<file path="config.mk">
export PLATFORM = sky130hd
export DESIGN_NAME = burn_seq
export DESIGN_NICKNAME = d
export VERILOG_FILES = /design/src/rtl/burn_pkg.sv /design/src/rtl/burn_timer.sv /design/src/rtl/burn_cursor.sv /design/src/rtl/burn_seq.sv
export SDC_FILE = /design/constraint.sdc
export NUM_CORES = 1
export LEC_CHECK = 0
export BUFFER_PORTS_ARGS = -buffer_cell sky130_fd_sc_hd__buf_4
export CORE_ASPECT_RATIO = 0.9
export CORE_MARGIN = 8
export CORE_UTILIZATION = 55
export DETAILED_ROUTE_END_ITERATION = 12
export PLACE_DENSITY = 0.9
export SYNTH_ARGS = -nofsm -noshare
export SYNTH_HDL_FRONTEND = slang
export SYNTH_SLANG_ARGS = --single-unit
</file>
<file path="constraint.sdc">
create_clock -name clk -period 10.2 [get_ports clk]
set_clock_uncertainty 0.15 [all_clocks]
set_input_delay 1.02 -clock clk [delete_from_list [all_inputs] [get_ports clk]]
set_output_delay 1.02 -clock clk [all_outputs]
set_load 0.02 [all_outputs]
</file>
<file path="src/rtl/burn_pkg.sv">
package burn_pkg;

  typedef enum logic [1:0] {
    LV_READ  = 2'd0,
    LV_IDLE  = 2'd1,
    LV_PROG  = 2'd2,
    LV_ERASE = 2'd3
  } lvl_t;

  typedef enum logic [3:0] {
    S_IDLE, S_FETCH, S_SETUP, S_HVON, S_PULSE,
    S_HOLD, S_OEH, S_RECOV, S_VFY, S_DONE
  } st_t;

  function automatic lvl_t hv_level(input logic ers);
    return ers ? LV_ERASE : LV_PROG;
  endfunction

  function automatic logic [7:0] expect_byte(input logic ers, input logic [7:0] want);
    return ers ? 8'hFF : want;
  endfunction

  function automatic int max_of(input int a, input int b);
    return (a > b) ? a : b;
  endfunction

endpackage

</file>
<file path="src/rtl/burn_timer.sv">
module burn_timer #(
  parameter int W = 8
) (
  input  logic         clk,
  input  logic         rst_n,
  input  logic         load,
  input  logic [W-1:0] load_val,
  output logic         expired
);
  logic [W-1:0] cnt;

  always_ff @(posedge clk) begin
    if (!rst_n)             cnt <= '0;
    else if (load)          cnt <= load_val;
    else if (cnt != '0)     cnt <= cnt - 1'b1;
  end

  assign expired = (cnt == '0);
endmodule

</file>
<file path="src/rtl/burn_cursor.sv">
module burn_cursor #(
  parameter int AW = 16
) (
  input  logic          clk,
  input  logic          rst_n,
  input  logic          load,
  input  logic [AW-1:0] base,
  input  logic [AW:0]   count,
  input  logic          step,
  output logic [AW-1:0] addr,
  output logic          last
);
  logic [AW:0] rem;

  always_ff @(posedge clk) begin
    if (!rst_n) begin
      addr <= '0;
      rem  <= '0;
    end else if (load) begin
      addr <= base;
      rem  <= count;
    end else if (step) begin
      addr <= addr + 1'b1;
      rem  <= rem - 1'b1;
    end
  end

  assign last = (rem == {{AW{1'b0}}, 1'b1});
endmodule

</file>
<file path="src/rtl/burn_seq.sv">
module burn_seq
  import burn_pkg::*;
#(
  parameter int AW     = 16,
  parameter int T_SET  = 100,
  parameter int T_PGM  = 5000,
  parameter int T_ERS  = 5000000,
  parameter int T_HOLD = 100,
  parameter int T_REC  = 100,
  parameter int T_ACC  = 13
) (
  input  logic          clk,
  input  logic          rst_n,
  input  logic          start_i,
  input  logic          erase_i,
  input  logic [AW-1:0] base_i,
  input  logic [AW:0]   count_i,
  input  logic [7:0]    wr_data_i,
  input  logic          wr_valid_i,
  output logic          wr_ready_o,
  output logic [AW-1:0] mem_addr_o,
  output logic [7:0]    mem_dq_o,
  output logic          mem_dq_oe_o,
  input  logic [7:0]    mem_dq_i,
  output logic          mem_ce_n_o,
  output logic [1:0]    oe_lvl_o,
  output logic          a9_hv_o,
  output logic          busy_o,
  output logic          done_o,
  output logic          fail_o,
  output logic [AW-1:0] fail_addr_o,
  output logic [7:0]    fail_data_o
);
  localparam int T_MAX = max_of(max_of(max_of(T_SET, T_PGM), max_of(T_ERS, T_HOLD)),
                                max_of(T_REC, T_ACC));
  localparam int TW = $clog2(T_MAX + 1);
  localparam logic [AW:0] FULL = {1'b1, {AW{1'b0}}};

  function automatic int phase_len(input st_t s, input logic ers);
    case (s)
      S_SETUP, S_HVON: return T_SET;
      S_PULSE:         return ers ? T_ERS : T_PGM;
      S_HOLD, S_OEH:   return T_HOLD;
      S_RECOV:         return T_REC;
      S_VFY:           return T_ACC;
      default:         return 1;
    endcase
  endfunction

  st_t           state_q, state_n;
  logic          mode_q;
  logic [7:0]    dreg;
  logic          fail_q;
  logic [AW-1:0] fail_addr_q;
  logic [7:0]    fail_data_q;

  logic          tmr_load, tmr_done;
  logic [TW-1:0] tmr_val;
  logic [AW-1:0] cur_addr;
  logic          cur_last, cur_step;

  // named internal events
  logic accept, take, vfy_end, vfy_ok, mismatch, vfy_rd, hv_on;
  lvl_t lvl;
  logic ce_n, drive, a9;

  assign accept   = (state_q == S_IDLE) && start_i;
  assign take     = (state_q == S_FETCH) && wr_valid_i;
  assign vfy_rd   = (state_q == S_VFY);
  assign vfy_end  = vfy_rd && tmr_done;
  assign vfy_ok   = (mem_dq_i == expect_byte(mode_q, dreg));
  assign mismatch = vfy_end && !vfy_ok;
  assign cur_step = vfy_end && vfy_ok && !cur_last;

  burn_timer #(.W(TW)) u_timer (
    .clk(clk), .rst_n(rst_n), .load(tmr_load), .load_val(tmr_val), .expired(tmr_done)
  );

  burn_cursor #(.AW(AW)) u_cursor (
    .clk(clk), .rst_n(rst_n), .load(accept),
    .base(erase_i ? {AW{1'b0}} : base_i),
    .count(erase_i ? FULL : count_i),
    .step(cur_step), .addr(cur_addr), .last(cur_last)
  );

  always_comb begin
    state_n = state_q;
    unique case (state_q)
      S_IDLE:  if (start_i) state_n = erase_i ? S_SETUP
                                    : ((count_i == '0) ? S_DONE : S_FETCH);
      S_FETCH: if (wr_valid_i) state_n = S_SETUP;
      S_SETUP: if (tmr_done) state_n = S_HVON;
      S_HVON:  if (tmr_done) state_n = S_PULSE;
      S_PULSE: if (tmr_done) state_n = S_HOLD;
      S_HOLD:  if (tmr_done) state_n = S_OEH;
      S_OEH:   if (tmr_done) state_n = S_RECOV;
      S_RECOV: if (tmr_done) state_n = S_VFY;
      S_VFY: begin
        if (tmr_done) begin
          if (!vfy_ok || cur_last) state_n = S_DONE;
          else if (!mode_q)        state_n = S_FETCH;
        end
      end
      S_DONE:  state_n = S_IDLE;
      default: state_n = S_IDLE;
    endcase
  end

  assign tmr_load = (state_n != state_q) || (vfy_end && state_n == S_VFY);
  assign tmr_val  = TW'(phase_len(state_n, mode_q) - 1);

  always_ff @(posedge clk) begin
    if (!rst_n) begin
      state_q     <= S_IDLE;
      mode_q      <= 1'b0;
      dreg        <= '0;
      fail_q      <= 1'b0;
      fail_addr_q <= '0;
      fail_data_q <= '0;
    end else begin
      state_q <= state_n;
      if (accept) begin
        mode_q <= erase_i;
        fail_q <= 1'b0;
      end
      if (take) dreg <= wr_data_i;
      if (mismatch) begin
        fail_q      <= 1'b1;
        fail_addr_q <= cur_addr;
        fail_data_q <= mem_dq_i;
      end
    end
  end

  always_comb begin
    ce_n  = 1'b1;
    lvl   = LV_IDLE;
    drive = 1'b0;
    a9    = 1'b0;
    unique case (state_q)
      S_SETUP: begin drive = 1'b1; a9 = mode_q; end
      S_HVON, S_HOLD: begin drive = 1'b1; a9 = mode_q; lvl = hv_level(mode_q); end
      S_PULSE: begin drive = 1'b1; a9 = mode_q; lvl = hv_level(mode_q); ce_n = 1'b0; end
      S_OEH:   lvl = hv_level(mode_q);
      S_VFY:   begin ce_n = 1'b0; lvl = LV_READ; end
      default: ;
    endcase
  end

  assign hv_on       = lvl[1];
  assign mem_ce_n_o  = ce_n;
  assign oe_lvl_o    = lvl;
  assign mem_dq_oe_o = drive;
  assign a9_hv_o     = a9;
  assign mem_addr_o  = cur_addr;
  assign mem_dq_o    = expect_byte(mode_q, dreg);
  assign wr_ready_o  = (state_q == S_FETCH);
  assign busy_o      = (state_q != S_IDLE);
  assign done_o      = (state_q == S_DONE);
  assign fail_o      = fail_q;
  assign fail_addr_o = fail_addr_q;
  assign fail_data_o = fail_data_q;
endmodule

</file>
==> impl_metrics.env <==
export IMPL_status="completed"
export IMPL_postPlaceCellArea_um2=6220
export IMPL_clk_latency_ps=370
export IMPL_initial_core_util_pct=55.9
export IMPL_p_sw_share_pct=41.7
export IMPL_vias_per_cell=6.30
export IMPL_holdPathStages=2
export IMPL_syn_nets=721
export IMPL_die_x_um=120
export IMPL_fmax_ghz=0.243
export IMPL_cp_data_required_time_ps=10350
export IMPL_tightest_slew_ps=1100
export IMPL_area_growth_pct=19.9
export IMPL_grt_pass1_wl_um=25500
export IMPL_min_period_ps=4110
export IMPL_ys_types=67
export IMPL_clockPowerShare_pct=18.5
export IMPL_netlist_area_um2=5350
export IMPL_worst_path_max_fanout=23
export IMPL_pwr_share_comb_pct=46.0
export IMPL_peakVddDrop_v=0.000124
export IMPL_finalSetupViolations=0
export IMPL_dp_hpwl_um=11500
export IMPL_clock_path_buffers=2
export IMPL_m1WireLength_um=6650
export IMPL_setup_worst_path_class="flop to flop"
export IMPL_power_density_nw_per_um2=209
export IMPL_layout_drive_gt1_share_pct=20.6
export IMPL_fin_area_um2=6410
export IMPL_path_clk_slew_ps=90
export IMPL_yosysWarnings=0
export IMPL_holdCritPathClass="flop to flop"
export IMPL_post_cts_setup_buffers=0
export IMPL_post_cts_resize_count=0
export IMPL_cp_arrival_ps=4270
export IMPL_nets=808
export IMPL_grt_total_usage_pct=23.3
export IMPL_async_flop_share_pct=0
export IMPL_cts_buffers=9
export IMPL_cts_sinks=94
export IMPL_ctsRootBufferMaster="clkbuf_8"
export IMPL_rsz0062_at_grt="false"
export IMPL_critPathLaunchType="flop"
export IMPL_worst_slack_ps=6090
export IMPL_ys_ff_latch=94
export IMPL_routed_wl_met2_um=7720
export IMPL_highest_layer="met4"
export IMPL_num_fill_cells=778
export IMPL_routed_wl_met3_um=1230
export IMPL_syn_avg_cell_area_um2=8.08
export IMPL_synth_main_ff_cell="dfxtp_1"
export IMPL_route_detailed_drc=0
export IMPL_grt_ovfl_total=0
export IMPL_crit_path_cell_trace="inv_1, ha_1, or3b_1, or4_4, nor4_1, and4bb_2, and3_1, and3b_1, o21ai_0, a21oi_1"
export IMPL_fin_crit_sh_pct=40.3
export IMPL_drt_wl_total_um=15900
export IMPL_dieArea_um2=13100
export IMPL_p_leak_nw=2.83
export IMPL_hold_buffers=0
export IMPL_first_pass_iters=6
export IMPL_synth_seq_area_share_pct=35.2
export IMPL_p_int_w=0.000782
export IMPL_syn_inst=662
export IMPL_cpMaxStageDelayCell="nor4_1"
export IMPL_io_buffers=110
export IMPL_grt_max_degree=50
export IMPL_crit_path_end_kind="flop"
export IMPL_grt_antenna_before_repair=0
export IMPL_cts_tree="built"
export IMPL_ant_nets=0
export IMPL_dp_slack_ps=6000
export IMPL_final_util_pct=67.0
export IMPL_core_area_um2=9570
export IMPL_fp_dieH_um=110
export IMPL_routabilityCongestion=0.952
export IMPL_fin_tns_setup_ps=0
export IMPL_synth_edf_count=0
export IMPL_critPathMaxStageDelay_ps=730
export IMPL_reg2reg_depth=10
export IMPL_placementRows=34
export IMPL_switching_power_w=0.000559
export IMPL_htreeDepth=3
export IMPL_finalMaxSlewViolations=0
export IMPL_grt_pass1_vias=5336
export IMPL_finalHoldViolCount=0
export IMPL_maxCapViolations=0
export IMPL_slew_headroom_pct=26.3
export IMPL_vias=5536
export IMPL_wire_per_inst_um=18.1
export IMPL_drt_iter0_markers=772
export IMPL_io_pins=111
export IMPL_diodes=0
export IMPL_seqPwrFrac_pct=35.5
## power by group through the flow
stage,Clock [W],Sequential [W],Combinational [W]
floorplan,0,0.000475,0.000512
global placement,0,0.000478,0.000587
detailed placement,0,0.000481,0.000602
CTS,0.000251,0.000473,0.000607
global route,0.000263,0.000483,0.000674
finish,0.000249,0.000476,0.000616
## logic make-up after synthesis
family                     Yosys count  share of synthesized area [%]
AOI/OAI and AO/OA                  183                           22.5
xor gates and xnor gates            30                           4.91
adders and majority gates            5                           1.17
buffers and inverters               54                           3.95
DFF                                 94                           35.2
muxes                               32                           6.22
and+or+nand+nor                    264                           26.0
## layout by cell type, fill, tap and decap left out, types with 13 or more instances in the layout
cell,instances
buf_4,114
dfxtp_1,94
nor2_1,81
a21oi_1,66
nand2_1,39
mux2i_1,31
nor3_1,29
a211oi_1,22
xnor2_1,20
o21ai_0,20
nor4_1,18
nand3_1,16
inv_1,13
a31oi_1,13
## critical path: cells and delay by family (launching register included)
family	cells	cell delay, ps
buffers and inverters	1	70
DFF	1	350
adders and majority gates	1	170
AOI/OAI and AO/OA	2	250
and+or+nand+nor	6	3050
## Yosys cell counts (all sizes together) (5+ instances only)
| master | instances | area (um^2) |
|---|---|---|
| nor4 | 19 | 134 |
| a22oi | 6 | 58.8 |
| or3 | 6 | 37.5 |
| o21ai | 22 | 110 |
| a31oi | 13 | 81.3 |
| and2 | 6 | 40.0 |
| clkbuf | 26 | 97.6 |
| ha | 5 | 62.6 |
| xnor2 | 20 | 175 |
| or4 | 10 | 86.3 |
| nand3 | 16 | 80.1 |
| nand3b | 8 | 60.1 |
| nor3 | 32 | 175 |
| a21oi | 66 | 330 |
| inv | 15 | 56.3 |
| a21o | 7 | 52.6 |
| a211oi | 23 | 178 |
| a22o | 8 | 70.1 |
| or2 | 9 | 56.3 |
| nor2 | 82 | 310 |
| buf | 12 | 53.8 |
| mux2i | 32 | 333 |
| nand2 | 40 | 153 |
| dfxtp | 94 | 1880 |
| o21a | 10 | 75.1 |
| nand4 | 8 | 50.1 |
| xor2 | 10 | 87.6 |
| and3 | 12 | 75.1 |
| o31ai | 6 | 45.0 |
## cell type report
class	instances	area (um^2)	area share, %
Clock buffer	11	141	2.21
Sequential cell	94	1880	29.4
Inverter	16	60.1	0.937
Tap cell	126	158	2.46
Multi-Input combinational cell	514	3270	51.0
Clock inverter	4	47.5	0.742
Timing Repair Buffer	114	856	13.3
## sequential cells by signal, summed over array words and instances, names as in the netlist
name / cells
u_timer.cnt: 23
fail_addr_o: 16
u_cursor.addr: 16
mode_q: 1
fail_data_o: 8
u_cursor.rem: 17
dreg: 8
state_q: 4
fail_o: 1
## per-stage QoR
stage | cells | hold WS (ps) | power [W]
after floorplan | 662 | 293 | 0.000987
after global placement | 864 | 294 | 0.00106
after detailed placement | 864 | 307 | 0.00108
after CTS | 879 | 319 | 0.00133
after global routing | 879 | 339 | 0.00142
final | 879 | 314 | 0.00134
## per-layer routing
| layer | global-route usage, % | up-vias |
|---|---|---|
| li1 | - | 2606 |
| met1 | 28.9 | 2584 |
| met2 | 39.5 | 315 |
| met3 | 4.98 | 31 |
| met4 | 8.73 | 0 |
| met5 | 0 | - |
## final timing paths
kind             startpoint                to  slack, ps
max          u_timer.cnt[0]  u_cursor.rem[13]       6090
min                  fail_o            fail_o        310
max reg2reg  u_timer.cnt[0]  u_cursor.rem[13]       6090
min reg2reg          fail_o            fail_o        310
Power figures use the tool's default switching activity.
